--- config.mk ---
export PLATFORM = sky130hd
export DESIGN_NAME = window_watchdog
export DESIGN_NICKNAME = d
export VERILOG_FILES = /design/src/rtl/wwd_pkg.sv /design/src/rtl/wwd_regs.sv /design/src/rtl/wwd_seq.sv /design/src/rtl/window_watchdog.sv
export SDC_FILE = /design/constraint.sdc
export NUM_CORES = 1
export LEC_CHECK = 0
export BUFFER_PORTS_ARGS = -buffer_cell sky130_fd_sc_hd__buf_2
export CORE_MARGIN = 2
export CORE_UTILIZATION = 30
export CTS_BUF_LIST = sky130_fd_sc_hd__clkbuf_16
export DETAILED_ROUTE_END_ITERATION = 8
export GPL_TIMING_DRIVEN = 1
export SLEW_MARGIN = 25
export SYNTH_ARGS = -nofsm -noshare
export SYNTH_HDL_FRONTEND = slang
export SYNTH_HIERARCHICAL = 1
export SYNTH_SLANG_ARGS = --single-unit
--- constraint.sdc ---
create_clock -name clk -period 2.9 [get_ports clk]
set_input_delay 0.435 -clock clk [delete_from_list [all_inputs] [get_ports clk]]
set_output_delay 0.435 -clock clk [all_outputs]
set_load 0.005 [all_outputs]
--- src/rtl/wwd_pkg.sv ---
package wwd_pkg;
  localparam int OFF_UNLOCK = 'h00;
  localparam int OFF_CTRL   = 'h04;
  localparam int OFF_FUNC   = 'h08;
  localparam int OFF_CLOSED = 'h0C;
  localparam int OFF_OPEN   = 'h10;

  localparam int BIT_EN   = 0;
  localparam int BIT_KICK = 8;
  localparam int BIT_FLAG = 16;

  typedef enum logic [1:0] {
    ST_OFF,
    ST_CLOSED,
    ST_OPEN,
    ST_TRIPPED
  } wwd_state_e;
endpackage

--- src/rtl/wwd_regs.sv ---
module wwd_regs
  import wwd_pkg::*;
#(
  parameter int ADDR_W = 5,
  parameter int DATA_W = 32,
  parameter int CNT_W  = 32
) (
  input  logic              clk,
  input  logic              rst_n,
  input  logic              bus_sel,
  input  logic              bus_wr,
  input  logic [ADDR_W-1:0] bus_addr,
  input  logic [DATA_W-1:0] bus_wdata,
  output logic [DATA_W-1:0] bus_rdata,
  input  logic              expire_i,
  output logic              unlock_o,
  output logic              enable_o,
  output logic              flag_o,
  output logic [CNT_W-1:0]  closed_len_o,
  output logic [CNT_W-1:0]  open_len_o,
  output logic              start_o,
  output logic              stop_o,
  output logic              kick_o
);
  logic wr_unlock, wr_ctrl, wr_closed, wr_open, ctrl_ok;
  logic unlock_q, enable_q, flag_q;
  logic [CNT_W-1:0] closed_q, open_q;

  assign wr_unlock = bus_sel && bus_wr && (bus_addr == ADDR_W'(OFF_UNLOCK));
  assign wr_ctrl   = bus_sel && bus_wr && (bus_addr == ADDR_W'(OFF_CTRL));
  assign wr_closed = bus_sel && bus_wr && (bus_addr == ADDR_W'(OFF_CLOSED));
  assign wr_open   = bus_sel && bus_wr && (bus_addr == ADDR_W'(OFF_OPEN));
  assign ctrl_ok   = wr_ctrl && unlock_q;

  // Sequencer commands decoded from a guarded control write
  assign start_o = ctrl_ok &&  bus_wdata[BIT_EN] && !enable_q;
  assign stop_o  = ctrl_ok && !bus_wdata[BIT_EN];
  assign kick_o  = ctrl_ok &&  bus_wdata[BIT_EN] && bus_wdata[BIT_KICK] && enable_q;

  always_ff @(posedge clk or negedge rst_n) begin
    if (!rst_n) begin
      unlock_q <= 1'b0;
      enable_q <= 1'b0;
      flag_q   <= 1'b0;
      closed_q <= '0;
      open_q   <= '0;
    end else begin
      if (wr_ctrl)
        unlock_q <= 1'b0;
      else if (wr_unlock && bus_wdata[0])
        unlock_q <= 1'b1;
      if (ctrl_ok)
        enable_q <= bus_wdata[BIT_EN];
      // set has priority over a same-edge clear
      if (expire_i)
        flag_q <= 1'b1;
      else if (ctrl_ok && bus_wdata[BIT_FLAG])
        flag_q <= 1'b0;
      if (wr_closed) closed_q <= bus_wdata[CNT_W-1:0];
      if (wr_open)   open_q   <= bus_wdata[CNT_W-1:0];
    end
  end

  always_comb begin
    bus_rdata = '0;
    unique case (bus_addr)
      ADDR_W'(OFF_UNLOCK): bus_rdata[0] = unlock_q;
      ADDR_W'(OFF_CTRL): begin
        bus_rdata[BIT_EN]   = enable_q;
        bus_rdata[BIT_FLAG] = flag_q;
      end
      ADDR_W'(OFF_CLOSED): bus_rdata = DATA_W'(closed_q);
      ADDR_W'(OFF_OPEN):   bus_rdata = DATA_W'(open_q);
      default:             bus_rdata = '0;
    endcase
  end

  assign unlock_o     = unlock_q;
  assign enable_o     = enable_q;
  assign flag_o       = flag_q;
  assign closed_len_o = closed_q;
  assign open_len_o   = open_q;
endmodule

--- src/rtl/wwd_seq.sv ---
module wwd_seq
  import wwd_pkg::*;
#(
  parameter int CNT_W = 32
) (
  input  logic             clk,
  input  logic             rst_n,
  input  logic             start_i,
  input  logic             stop_i,
  input  logic             kick_i,
  input  logic [CNT_W-1:0] closed_len_i,
  input  logic [CNT_W-1:0] open_len_i,
  output logic             expire_o,
  output logic             rst_req_o
);
  localparam logic [CNT_W-1:0] ONE = CNT_W'(1);

  wwd_state_e       state_q;
  logic [CNT_W-1:0] cnt_q;
  logic             req_q;
  logic             last;

  assign last     = (cnt_q <= ONE);
  assign expire_o = (state_q == ST_OPEN) && last && !kick_i && !stop_i;

  always_ff @(posedge clk or negedge rst_n) begin
    if (!rst_n) begin
      state_q <= ST_OFF;
      cnt_q   <= '0;
      req_q   <= 1'b0;
    end else if (stop_i) begin
      state_q <= ST_OFF;
    end else if (start_i) begin
      state_q <= ST_CLOSED;
      cnt_q   <= closed_len_i;
    end else begin
      unique case (state_q)
        ST_CLOSED: begin
          if (kick_i) begin
            req_q   <= 1'b1;
            state_q <= ST_TRIPPED;
          end else if (last) begin
            state_q <= ST_OPEN;
            cnt_q   <= open_len_i;
          end else begin
            cnt_q <= cnt_q - ONE;
          end
        end
        ST_OPEN: begin
          if (kick_i) begin
            state_q <= ST_CLOSED;
            cnt_q   <= closed_len_i;
          end else if (last) begin
            req_q   <= 1'b1;
            state_q <= ST_TRIPPED;
          end else begin
            cnt_q <= cnt_q - ONE;
          end
        end
        default: ;
      endcase
    end
  end

  assign rst_req_o = req_q;
endmodule

--- src/rtl/window_watchdog.sv ---
module window_watchdog
  import wwd_pkg::*;
#(
  parameter int ADDR_W = 5,
  parameter int DATA_W = 32,
  parameter int CNT_W  = 32
) (
  input  logic              clk,
  input  logic              rst_n,
  input  logic              bus_sel,
  input  logic              bus_wr,
  input  logic [ADDR_W-1:0] bus_addr,
  input  logic [DATA_W-1:0] bus_wdata,
  output logic [DATA_W-1:0] bus_rdata,
  output logic              rst_req_o,
  output logic              irq_o
);
  logic unlock, enable, flag, start, stop, kick, expire;
  logic [CNT_W-1:0] closed_len, open_len;

  wwd_regs #(.ADDR_W(ADDR_W), .DATA_W(DATA_W), .CNT_W(CNT_W)) u_regs (
    .clk(clk), .rst_n(rst_n), .bus_sel(bus_sel), .bus_wr(bus_wr),
    .bus_addr(bus_addr), .bus_wdata(bus_wdata), .bus_rdata(bus_rdata),
    .expire_i(expire), .unlock_o(unlock), .enable_o(enable), .flag_o(flag),
    .closed_len_o(closed_len), .open_len_o(open_len),
    .start_o(start), .stop_o(stop), .kick_o(kick)
  );

  wwd_seq #(.CNT_W(CNT_W)) u_seq (
    .clk(clk), .rst_n(rst_n), .start_i(start), .stop_i(stop), .kick_i(kick),
    .closed_len_i(closed_len), .open_len_i(open_len),
    .expire_o(expire), .rst_req_o(rst_req_o)
  );

  assign irq_o = flag;
endmodule

==> results summary, run 1 <==
The number of standard-cell rows in the floorplan is 51. The headroom to the max-slew limit came out at 0.531. The fraction of synthesized cell area in xor and xnor cells came out at 0.0263. In this run the worst hold path is classified as in -> async.

The share of flip-flops with an asynchronous set or reset after synthesis is 1.00. The die is 145 um wide. Of the post-synthesis cell area, the dominant cell type holds 0.427. The post-route clock period utilization is 0.937. In the final layout, the share of cells above drive strength 1 is 0.319.

The total of fill cells in the finished design came out at about 2000. Across the routed clock network, the largest skew measured is 10.4 ps. The worst hold margin came out at 44.6 ps. Clock latency on the worst-skew pair, taken at its later pin, is 360 ps. The post-synthesis area per instance came out at 10.4 um2. The number of DRC markers in iteration 0 is roughly 430. The worst-case setup margin in the final layout is approximately 180 ps. The via total after detailed routing is 5162. The maximum fanout count along the critical path is 11. The worst flop-to-flop path endpoint is u_seq/cnt_q[14].

TritonCTS built the clock tree. The initial utilization of the core area, before any placement, comes to 0.306. The fraction of synthesized area in multiplexers came out at 0.133. The area of the mapped netlist came out at between 5000 and 6000 um2. The number of hold buffers added after CTS was 0.

Sorting the synthesized cells by area gives the leading types as dfrtp_1 43%, mux2_2 11%, a22o_1 5.0%, nor2_1 2.8%, o21ai_0 2.3%. The initial antenna violation count is 0. The post-layout net count came out at slightly above 700. Sorting the synthesized cells by how often they occur yields 102 x dfrtp_1, 60 x mux2_2, 45 x nor2_1. The final total power came out at 5.10 mW. The max-slew violation total from the final report came out at 0. Timing would allow up to roughly 370 MHz. The number of setup violations in the final report is 0. The data arrival time of the critical path is 2950 ps. Of the total synthesized cell area, the portion taken by AND, OR, NAND and NOR gates is 0.152. The count of antenna-violating nets left after detailed routing came out at 0. The number of setup buffers added after CTS is 0. In this run the register-to-register setup slack is about 180 ps. The multi-input logic area came out at between 3000 and 4000 um2.

The count of flip-flops with a built-in enable after synthesis is 0. The final routed wire length divided by cell count came out at 18.8 um. The number of sinks handled by clock tree synthesis is 102.

The remaining routing DRC violations is 0. The largest voltage drop on the vdd net is 0.343 mV. Of the total synthesized cell area, the portion taken by full adders, half adders and majority gates is 0.00836.

By area, the combinational part of the netlist is dominated by compound AO/OA/AOI/OAI gates. The complex-gate fraction of the synthesized area is 0.208. The ratio of total power to cell area came out at 714 nW/um2. In this run the tool buffered the top-level ports with between 70 and 80 buffer cells.

The number of buffers added by the clock tree synthesis step came out at 9. The number of primary I/O pins is between 70 and 80. The accumulated negative setup slack is 0 ps.

The area of the die is about 21000 um2. For this design the static power due to leakage is 3.13 nW. The worst setup path is launched from a flip-flop. The routed design could run at a clock period as short as 2720 ps.

The number of H-tree levels is 3. The hold violation count in the final report was 0. The final standard cell utilization of the core is 0.366. The layout overhead on the synthesized area is 19.3%. The maximum number of pins on one net before global-route repair came out at 48. The run finished with clean final reports. The floorplan step set the die height to 145 um. The quantity of gates resized following cts came out at 0.

The routability-driven placement congestion ratio is 0.936. After detailed routing, the number of vias per cell comes to 5.54. The number of maximum-capacitance violations came out at 0.

The worst path required time came out at 3130 ps. The aggregate global-route resource usage is 0.166. The half-perimeter wire length of the detailed placement result is 12800 um. Counting cells, the worst reg-to-reg path comes to 6. The slew at the pin closest to its max-slew limit is 700 ps.

The sequential cells in the finished layout cover a total of 2550 um2. The maximum clock insertion buffer count came out at 2. The clock transition time at the flip-flop clock pins of the worst setup and hold paths is about 70 ps. The Yosys warning count came out at 6.

Setup repair after global routing left no endpoint under its margin. Counting distinct cell types in the post-synthesis netlist gives a little under 70. The tree is rooted in a clkbuf_16. The startpoint identified for the worst register-to-register timing path is u_seq/cnt_q[10]. The post-synthesis register bit count is 102.

Global routing finished with a remaining overflow of 0. The post-synthesis net count came out at 618. The worst setup path is captured at a flip-flop. The setup path with the least slack is of type reg -> reg. The core box area is 19500 um2. Summed over all instances, the cell type with the most area after synthesis is dfrtp_1. The post-synthesis sequential area ratio came out at 0.427. The wire length of the first global-routing pass came out at 28300 um. The number of detailed-routing iterations run before antenna repair is 5.

The gate count of the mapped netlist came out at ~570. dfrtp_1 is the most common cell in the netlist. For this run, the leading register cell type out of synthesis is dfrtp_1. The wire length after detailed routing is approximately 18000 um. The via count of the first global-routing pass came out at 5097.

The number of inserted diodes came out at 0. The worst slack after detailed placement came out at 20.2 ps.
==> flip-flops by register name, summed over array words and instances, names as in the netlist <==
register             count
u_seq/state_q            2
u_regs/open_len_o       32
u_seq/cnt_q             32
u_regs/unlock_o          1
u_regs/closed_len_o     32
u_regs/flag_o            1
u_regs/enable_o          1
u_seq/rst_req_o          1
==> power breakdown <==
group,switching [mW],leakage [nW],internal (mW)
sequential,0.346,1.31,1.70
combinational,1.02,1.68,0.836
clock,0.533,0.142,0.656
==> routing by layer <==
metal  global-route usage  vias up  wire length (um)
li1                     -     2378                 -
met1                0.228     2585              8080
met2                0.270      178              8120
met3               0.0286       21              1050
met4               0.0471        0               272
met5                    0        -                 0
==> worst max-delay path by stage <==
stage / cells after the start / to / start / slack (ps)
after global placement: 11 / u_seq/cnt_q[23] / bus_addr[1] / 50
final: 6 / u_seq/cnt_q[14] / u_seq/cnt_q[10] / 180
after floorplan: 10 / u_seq/cnt_q[23] / bus_addr[4] / 170
after CTS: 5 / u_seq/cnt_q[23] / u_seq/cnt_q[10] / 130
after detailed placement: 11 / u_seq/cnt_q[23] / bus_addr[1] / 20
after global routing: 7 / u_seq/cnt_q[7] / u_seq/cnt_q[10] / 30
==> cell type report <==
class / instances / share of cell area
clock buffer: 9 / 0.0316
sequential: 102 / 0.358
inverter: 8 / 0.00421
multi-input combinational: 421 / 0.444
timing repair buffer: 121 / 0.109
tap: 265 / 0.0465
clock inverter: 6 / 0.00754
==> worst max-delay path: stages, from the launching register on <==
cell and delay (ps):
dfrtp_1 450, nor4_4 390, nand4_1 310, or4_4 720, o21ai_2 260, nor2_1 160, a221o_1 310
==> metrics by stage <==
stage                     instance area [um2]  std cells
after floorplan                          5980        573
after global placement                   6850        917
after detailed placement                 6850        917
after CTS                                7130        932
after global routing                     7140        932
final                                    7140        932
==> cells in the final DEF, fill, tap and decap left out, drive strengths merged, types with 8 or more instances in the layout <==
cell type  count
buf          121
nor4          19
a22o          34
mux2          66
nor3          25
nand2         24
a21oi         17
dfrtp        102
nand3         10
o22ai          9
a221o          9
inv            8
clkbuf         9
xnor2         11
o21ai         28
nor2          45
a31oi          9
==> cells by family (layout without fill, tap and decap cells) <==
kind of cell             after synthesis  after routing
multiplexers                          71             71
adder cells (fa/ha/maj)                4              4
XOR/XNOR                              18             18
AO/OA/AOI/OAI                        164            164
AND/OR/NAND/NOR                      164            164
flip-flops                           102            102
buffers and inverters                 50            144
Power figures use the tool's default switching activity.
==> run 2: changes to the inputs <==
- CORE_UTILIZATION: 30 -> 55
- PLACE_DENSITY: unset -> 0.76
- SLEW_MARGIN: 25 -> unset
==> run 2 against run 1 <==
Compared with the run above:
- design area fell by 2.3%
- worst hold slack improved by 83 ps
- utilization rose by 28 points
- final cell count fell by 14%
- clock-buffer cell count did not move
- register-to-register slack improved by 60 ps
- critical path type unchanged
==> results summary, run 2 (same netlist as run 1, synthesis figures left out) <==
The flow ran to the end, and the final reports show no timing, DRC or antenna violations. Traced cell by cell, the critical path runs through nor4_4 -> nand4_1 -> buf_4 -> or4b_1 -> o41a_1 -> o21ai_0 -> a31oi_1. The max-slew violation total from the final report is 0 (unchanged). The layout overhead on the synthesized area is 16.5%. The overall die width is 108 um (-25%).

The die height is 108 um (-25%). The worst reg2reg path depth came to 7 (+1). The number of standard-cell rows in the floorplan is 38 (-25%).

The routability-driven placement congestion ratio is 1.01 (+7.6%). The final clock skew is 7.95 ps (-2.42 ps). The hold violation count in the final report is 0 (unchanged). Setup repair after global routing left no endpoint under its margin. The detailed-route vias per instance came to 6.66 (+20%). The maximum fanout count along the critical path came out at 12 (+1).

The wire length after detailed routing is 16800 um (-4.3%). The data arrival time of the critical path came out at 2870 ps (-80 ps). The largest voltage drop on the vdd net is 0.317 mV (-7.5%). Among all stages on the critical path, the largest delay is contributed by or4b_1. The static leakage came out at 3.11 nW (-0.48%). The filler-free cell count of the finished design is 803 (-14%). The cell count after placement is 787 (-14%). The headroom to the max-slew limit is 0.536 (+0.00576). The number of primary I/O pins is 75 (unchanged). The TritonCTS clock tree is done. The aggregate global-route resource usage is 0.297 (+0.130). The core box area is 10700 um2 (-45%). The number of buffers added by the clock tree synthesis step came to 9 (unchanged).

The half-perimeter wire length of the detailed placement result is 11700 um (-8.7%). The maximum clock insertion buffer count is 2 (unchanged). The maximum number of pins on one net before global-route repair came out at 53 (+10%). The count of antenna-violating nets left after detailed routing is 0 (unchanged). The peak per-stage delay on the critical path is 560 ps (-160 ps). The global-route met2 utilization came out at 0.469 (+0.199). The number of setup violations in the final report came to 0 (unchanged).

The post-layout net count is 703 (-0.71%). The worst setup path is of the reg -> reg kind. The worst path required time came to 3110 ps (-20 ps). The met1 usage came to 0.401 (+0.174). The area of the die is 11700 um2 (-44%). The number of DRC markers in iteration 0 came out at 522 (+23%). The post-CTS setup-driven buffer insertion count came out at 0 (unchanged).

The remaining routing DRC violations is 0 (unchanged). The upper clock frequency limit came out at 376 MHz (+2.2%). The number of H-tree levels is 3 (unchanged). In this run the worst hold path is classified as in -> async. The number of maximum-capacitance violations was 0 (unchanged). The clock latency at the later pin of the worst-skew pair came out at 350 ps (about the same). The effective utilization at floorplan came out at 0.557 (+0.250). The count of buffers from port buffering is 74 (unchanged).

The final total power is 5.17 mW (+1.4%). met2 is the most crowded layer. The ratio of total power to cell area is 741 nW/um2 (+3.8%).

The initial antenna violation count is 0 (unchanged). The number of inserted diodes is 0 (unchanged). The post-route minimum period is 2660 ps (-58.0 ps). The cts-stage hold buffer count is 0 (unchanged). The total of fill cells in the finished design is 889 (-56%). The accumulated negative setup slack is 0 ps (unchanged).

The kind of end point of the critical path is a flip-flop. The via total after detailed routing came out at 5346 (+3.6%). The post-route clock period utilization is 0.917 (-0.0200). The total overflow reported by the global router is 0 (unchanged). The wire length of the first global-routing pass came out at 26800 um (-5.3%). Leaving out fill and tap cells, the most frequent cell in the layout is dfrtp_1.

Clock tree synthesis selected as its root buffer the cell clkbuf_16. The slew at the pin closest to its max-slew limit is 696 ps (-4.43 ps). The final routed wire length divided by cell count came out at 20.9 um (+11%). The met3 track demand over resource came out at 0.0627 (+0.0341). STA classifies the critical path startpoint as a flip-flop. The quantity of gates resized following cts is 0 (unchanged). The via count of the first global-routing pass came out at 5210 (+2.2%).

The final standard cell utilization of the core was 0.649 (+0.284). The top cell types in the final layout, fill and taps aside, are 102 x dfrtp_1, 73 x buf_2, 60 x mux2_2. The worst hold margin is 128 ps (+83.1 ps). The number of detailed-routing iterations run before antenna repair is 5 (unchanged). The fraction of final layout cells with drive strength greater than 1 is 0.314 (-0.00561).

The number of sinks handled by clock tree synthesis is 102 (unchanged). The clock transition time at the flip-flop clock pins of the worst setup and hold paths is 70 ps (about the same).
[run 2: cell count changes in the layout (fill, tap and decap cells not counted), sizes merged]
cell,delta
buf,-5
clkinv,-1
bufinv,+1
inv,+1
[run 2: final cells by class]
cell class,instances,area (um2),area share
Multi-Input combinational cell,421,3180,0.455
Clock buffer,9,225,0.0323
Timing Repair Buffer,116,726,0.104
Tap cell,140,175,0.0251
Clock inverter,7,90.1,0.0129
Inverter,8,30.0,0.00431
Sequential cell,102,2550,0.366
[run 2: routing by layer]
layer  share of wire  wire length (um)
met2            0.47              7830
met4           0.025               411
met1            0.42              7040
met5               0                 0
met3           0.088              1480
[run 2: path summary, 6_finish.rpt]
path                            startpoint  slack (ps)                     end
max in group asynchronous            rst_n        2040         u_seq/cnt_q[20]
setup / recovery           u_seq/cnt_q[10]         240         u_seq/cnt_q[27]
hold / removal                       rst_n         130  u_regs/closed_len_o[9]
hold reg to reg            u_seq/rst_req_o         470         u_seq/rst_req_o
min in group clk             bus_wdata[16]         290           u_regs/flag_o
setup reg to reg           u_seq/cnt_q[10]         240         u_seq/cnt_q[27]
[run 2: per-stage QoR]
stage	instance area, um2	worst slack, ps
4_1_cts	6960	104
3_3_place_gp	6650	175
5_1_grt	6970	85.9
2_1_floorplan	5980	171
6_report	6970	242
3_5_place_dp	6650	89.9
[run 2: worst max-delay path: cells and delay by family, from the launching register on]
family | cells | cell delay, ps
AOI/OAI and AO/OA | 3 | 650
and+or+nand+nor | 3 | 1180
DFF | 1 | 450
buffers and inverters | 1 | 240
[run 2: power by group]
part	switching [mW]	internal [mW]	total (mW)
Clock	0.534	0.752	1.29
Sequential	0.383	1.70	2.08
Combinational	1.03	0.773	1.80
==> run 3: changes to the inputs <==
- PLACE_DENSITY: 0.76 -> 0.77
- SYNTH_HIERARCHICAL: 1 -> unset
==> run 3 against run 2 <==
Compared with the run above:
- total power decreased by 23%
- final cell count decreased by 4.5%
- sequential share of layout area increased by 1.2 points
- utilization increased by 1.0 points
==> results summary, run 3 <==
The share of power burned in combinational logic was 0.227 (-0.121). The clock share of power was 0.310 (+0.061). The basic-gate share of the synthesized area counting and, or, nand and nor cells came out at 0.141 (-0.0110). The number of setup violations in the final report came out at 0 (unchanged). Setup repair after global routing left no endpoint under its margin. The post-route minimum period was 2560 ps (-97.0 ps). The sequential cell fraction of total power is 0.463 (+0.060).

The wire length after detailed routing is 16400 um (-1.8%). The count of flip-flops with a built-in enable after synthesis came out at 0 (unchanged). The number of primary I/O pins is 75 (unchanged).

The number of DRC markers in iteration 0 came out at 540 (+3.4%). The fraction of synthesized area in multiplexers is 0.124 (-0.00903). The fraction of final layout cells with drive strength greater than 1 came out at 0.333 (+0.0191). The dominant cell by count in the synthesized netlist is dfrtp_1. The category of the most critical setup path is reg -> reg. The number of detailed-routing iterations run before antenna repair came out at 6 (+1).

The clock latency at the later pin of the worst-skew pair is 350 ps (about the same). The number of sinks handled by clock tree synthesis came to 102 (unchanged). The ratio of total power to cell area is 590 nW/um2 (-20%). The half-perimeter wire length of the detailed placement result is 11400 um (-2.9%).

In this design, the largest share of critical-path delay is due to compound AO/OA/AOI/OAI gates. The cell that appears most often on the critical path is buf_4. In the synthesized netlist the dominant register cell turns out to be dfrtp_1. The flop-to-flop setup slack is 340 ps (+100 ps).

The flow ran to the end, and the final reports show no timing, DRC or antenna violations. The gate count of the mapped netlist came out at 541 (-5.6%). The final clock skew came out at 6.69 ps (-1.25 ps).

The area occupied by registers is 2550 um2 (unchanged). The aggregate global-route resource usage is 0.305 (+0.00839). The Yosys warning count came out at 0 (-6). The post-route clock period utilization is 0.883 (-0.0334).

The slew at the pin closest to its max-slew limit is 677 ps (-18.9 ps). The final routed wire length divided by cell count is 21.4 um (+2.8%). The worst slack after detailed placement is 241 ps (+151 ps). The post-CTS setup-driven buffer insertion count is 0 (unchanged).

The tightest min-delay check is of the in -> async type. The count of different cell masters after synthesis came out at 66 (-2.9%). The post-synthesis register bit count came out at 102 (unchanged). The initial antenna violation count came out at 0 (unchanged).

STA classifies the critical path endpoint as a flip-flop. The number of H-tree levels is 3 (unchanged). The clock transition time at the flip-flop clock pins of the worst setup and hold paths is 70 ps (about the same). Of all cell types, the one taking the most synthesized area is dfrtp_1. The post-synthesis sequential area ratio came out at 0.445 (+0.0187). The complex-gate fraction of the synthesized area came out at 0.239 (+0.0310). The number of maximum-capacitance violations is 0 (unchanged).

The switching power total is 1.31 mW (-33%). The remaining routing DRC violations came to 0 (unchanged). The headroom to the max-slew limit came out at 0.549 (+0.0126).

The total overflow reported by the global router is 0 (unchanged). The area share of fa/ha/maj cells after synthesis is 0.00873 (+0.000367). In this run the critical register-to-register path is launched from u_seq.cnt_q[29].

The top cell types in the final layout, fill and taps aside, are 102 x dfrtp_1, 73 x buf_2, 62 x mux2_2. The peak per-stage delay on the critical path came out at 430 ps (-130 ps). The worst-case setup margin in the final layout came out at 339 ps (+97.0 ps). The area of the die is 11300 um2 (-4.0%).

The multi-input logic area came to 2950 um2 (-7.2%). The post-layout net count is 671 (-4.6%). The maximum fanout count along the critical path was 11 (-1). CTS placed an instance of clkbuf_16 at the clock tree root.

Leaving out fill and tap cells, the most frequent cell in the layout is dfrtp_1. The static leakage is 3.05 nW (-2.0%). After synthesis, the most frequently instantiated cells are 102 x dfrtp_1, 62 x mux2_2, 36 x o21ai_0. The number of standard-cell rows in the floorplan is 37 (-2.6%). The share of the synthesized area in the top cell type was 0.445 (+0.0187). The via count of the first global-routing pass is 5113 (-1.9%). The maximum number of pins on one net before global-route repair was 55 (+3.8%). The switching part of the total is 0.328 (-0.0476). The maximum clock insertion buffer count is 2 (unchanged).

The detailed-route vias per instance is 6.80 (+2.1%). From synthesis to final layout, the design area changed by 17.7%. The worst path required time was 3170 ps (+60 ps). The startpoint of the worst setup timing path is u_seq.cnt_q[29]. Traced cell by cell, the critical path runs through nor4_1 -> buf_4 -> o2111ai_1 -> a211oi_1 -> buf_4 -> and2_1 -> buf_4 -> a221oi_1 -> o2bb2ai_1.

The hold violation count in the final report came out at 0 (unchanged). The slowest stage of the critical path belongs to the cell a211oi_1. The post-synthesis net count was 586 (-5.2%). The max-slew violation total from the final report was 0 (unchanged). The count of buffer and inverter cells on the critical path came to 3 (+2). The via total after detailed routing came to 5213 (-2.5%). The TritonCTS clock tree is done. The wire length of the first global-routing pass is 27100 um (+1.1%). The quantity of gates resized following cts came to 0 (unchanged). The area of the mapped netlist came out at 5730 um2 (-4.2%). The routability-driven placement congestion ratio came out at 1.10 (+8.9%). The cts-stage hold buffer count is 0 (unchanged). The data arrival time of the critical path came out at 2830 ps (-40 ps). The upper clock frequency limit came out at 390 MHz (+3.8%). The accumulated negative setup slack is 0 ps (unchanged). The total of fill cells in the finished design came out at 778 (-12%).

The core box area is 10200 um2 (-4.8%). The share of flip-flops with an asynchronous set or reset after synthesis was 1.00 (unchanged). By area the synthesized netlist is led by dfrtp_1 45%, mux2_2 12%, a22o_1 5.3%, o21ai_0 3.1%, a21oi_1 1.9%.

The fraction of synthesized cell area in xor and xnor cells was 0 (-0.0263). The die height came out at 106 um (-2.0%). The dominant combinational cell family by area after synthesis is compound AO/OA/AOI/OAI gates. The post-synthesis area per instance is 10.6 um2 (+1.5%).

The count of buffers from port buffering is 74 (unchanged). The number of inserted diodes is 0 (unchanged). The effective utilization at floorplan was 0.560 (+0.00341).

The count of antenna-violating nets left after detailed routing came to 0 (unchanged). STA classifies the critical path startpoint as a flip-flop. The largest voltage drop on the vdd net was 0.356 mV (+12%).

The number of buffers added by the clock tree synthesis step came out at 9 (unchanged). The total internal power came out at 2.67 mW (-17%). The overall die width came out at 106 um (-2.0%).
run 3: changes by cell type after synthesis, moves of 7 or more:
| cell | previous run | this run |
|---|---|---|
| nor2_1 | 45 | 25 |
| xnor2_1 | 11 | 0 |
| a222oi_1 | 0 | 10 |
| inv_1 | 8 | 17 |
| o21ai_0 | 27 | 36 |
| o2bb2ai_1 | 2 | 11 |
| a221o_1 | 9 | 2 |
| a31oi_1 | 8 | 1 |
| buf_6 | 7 | 0 |
| nor4_1 | 14 | 7 |
| xor2_1 | 7 | 0 |
run 3: final timing paths:
path / cells past startpoint / to
worst max-delay path: 9 / u_seq.cnt_q[14]
worst min-delay path: 1 / u_regs.open_len_o[6]
worst max register to register: 9 / u_seq.cnt_q[14]
worst min register to register: 2 / u_seq.rst_req_o
max in group asynchronous: 2 / u_regs.open_len_o[25]
min in group clk: 2 / u_regs.closed_len_o[2]
run 3: power groups by stage:
stage / sequential (mW) / clock (mW) / combinational [mW]
2_1_floorplan: 1.79 / 0 / 0.599
3_3_place_gp: 1.85 / 0 / 0.859
3_5_place_dp: 1.86 / 0 / 0.885
4_1_cts: 1.83 / 1.25 / 0.891
5_1_grt: 1.86 / 1.31 / 0.978
6_report: 1.84 / 1.24 / 0.903
run 3: kinds of logic after synthesis:
group | count (synthesis)
AOI/OAI and AO/OA | 183
adders and majority gates | 4
buffers and inverters | 54
DFF | 102
muxes | 63
and+or+nand+nor | 135
run 3: cell type report:
class	count	area share
inverters	17	0.00946
repair buffers	111	0.106
multi-input cells	385	0.437
clock buffers	9	0.0334
flip-flops and latches	102	0.378
clock inverters	7	0.0109
well taps	136	0.0252
run 3: through the flow:
stage | power, mW | utilization | instance area, um2 | hold slack [ps] | cells
6_report | 3.98 | 0.659 | 6750 | 122 | 767
5_1_grt | 4.15 | 0.659 | 6750 | 168 | 767
3_5_place_dp | 2.74 | 0.630 | 6450 | 455 | 751
2_1_floorplan | 2.39 | - | 5730 | 139 | 541
4_1_cts | 3.97 | 0.659 | 6750 | 144 | 767
3_3_place_gp | 2.71 | 0.630 | 6450 | 454 | 751
run 3: layer usage:
| metal | global-route usage | vias to the layer above | wire length [um] |
|---|---|---|---|
| met3 | 0.0472 | 56 | 1470 |
| met2 | 0.473 | 313 | 7570 |
| met1 | 0.428 | 2557 | 6860 |
| met5 | 0 | - | 0 |
| li1 | - | 2287 | - |
| met4 | 0.130 | 0 | 548 |
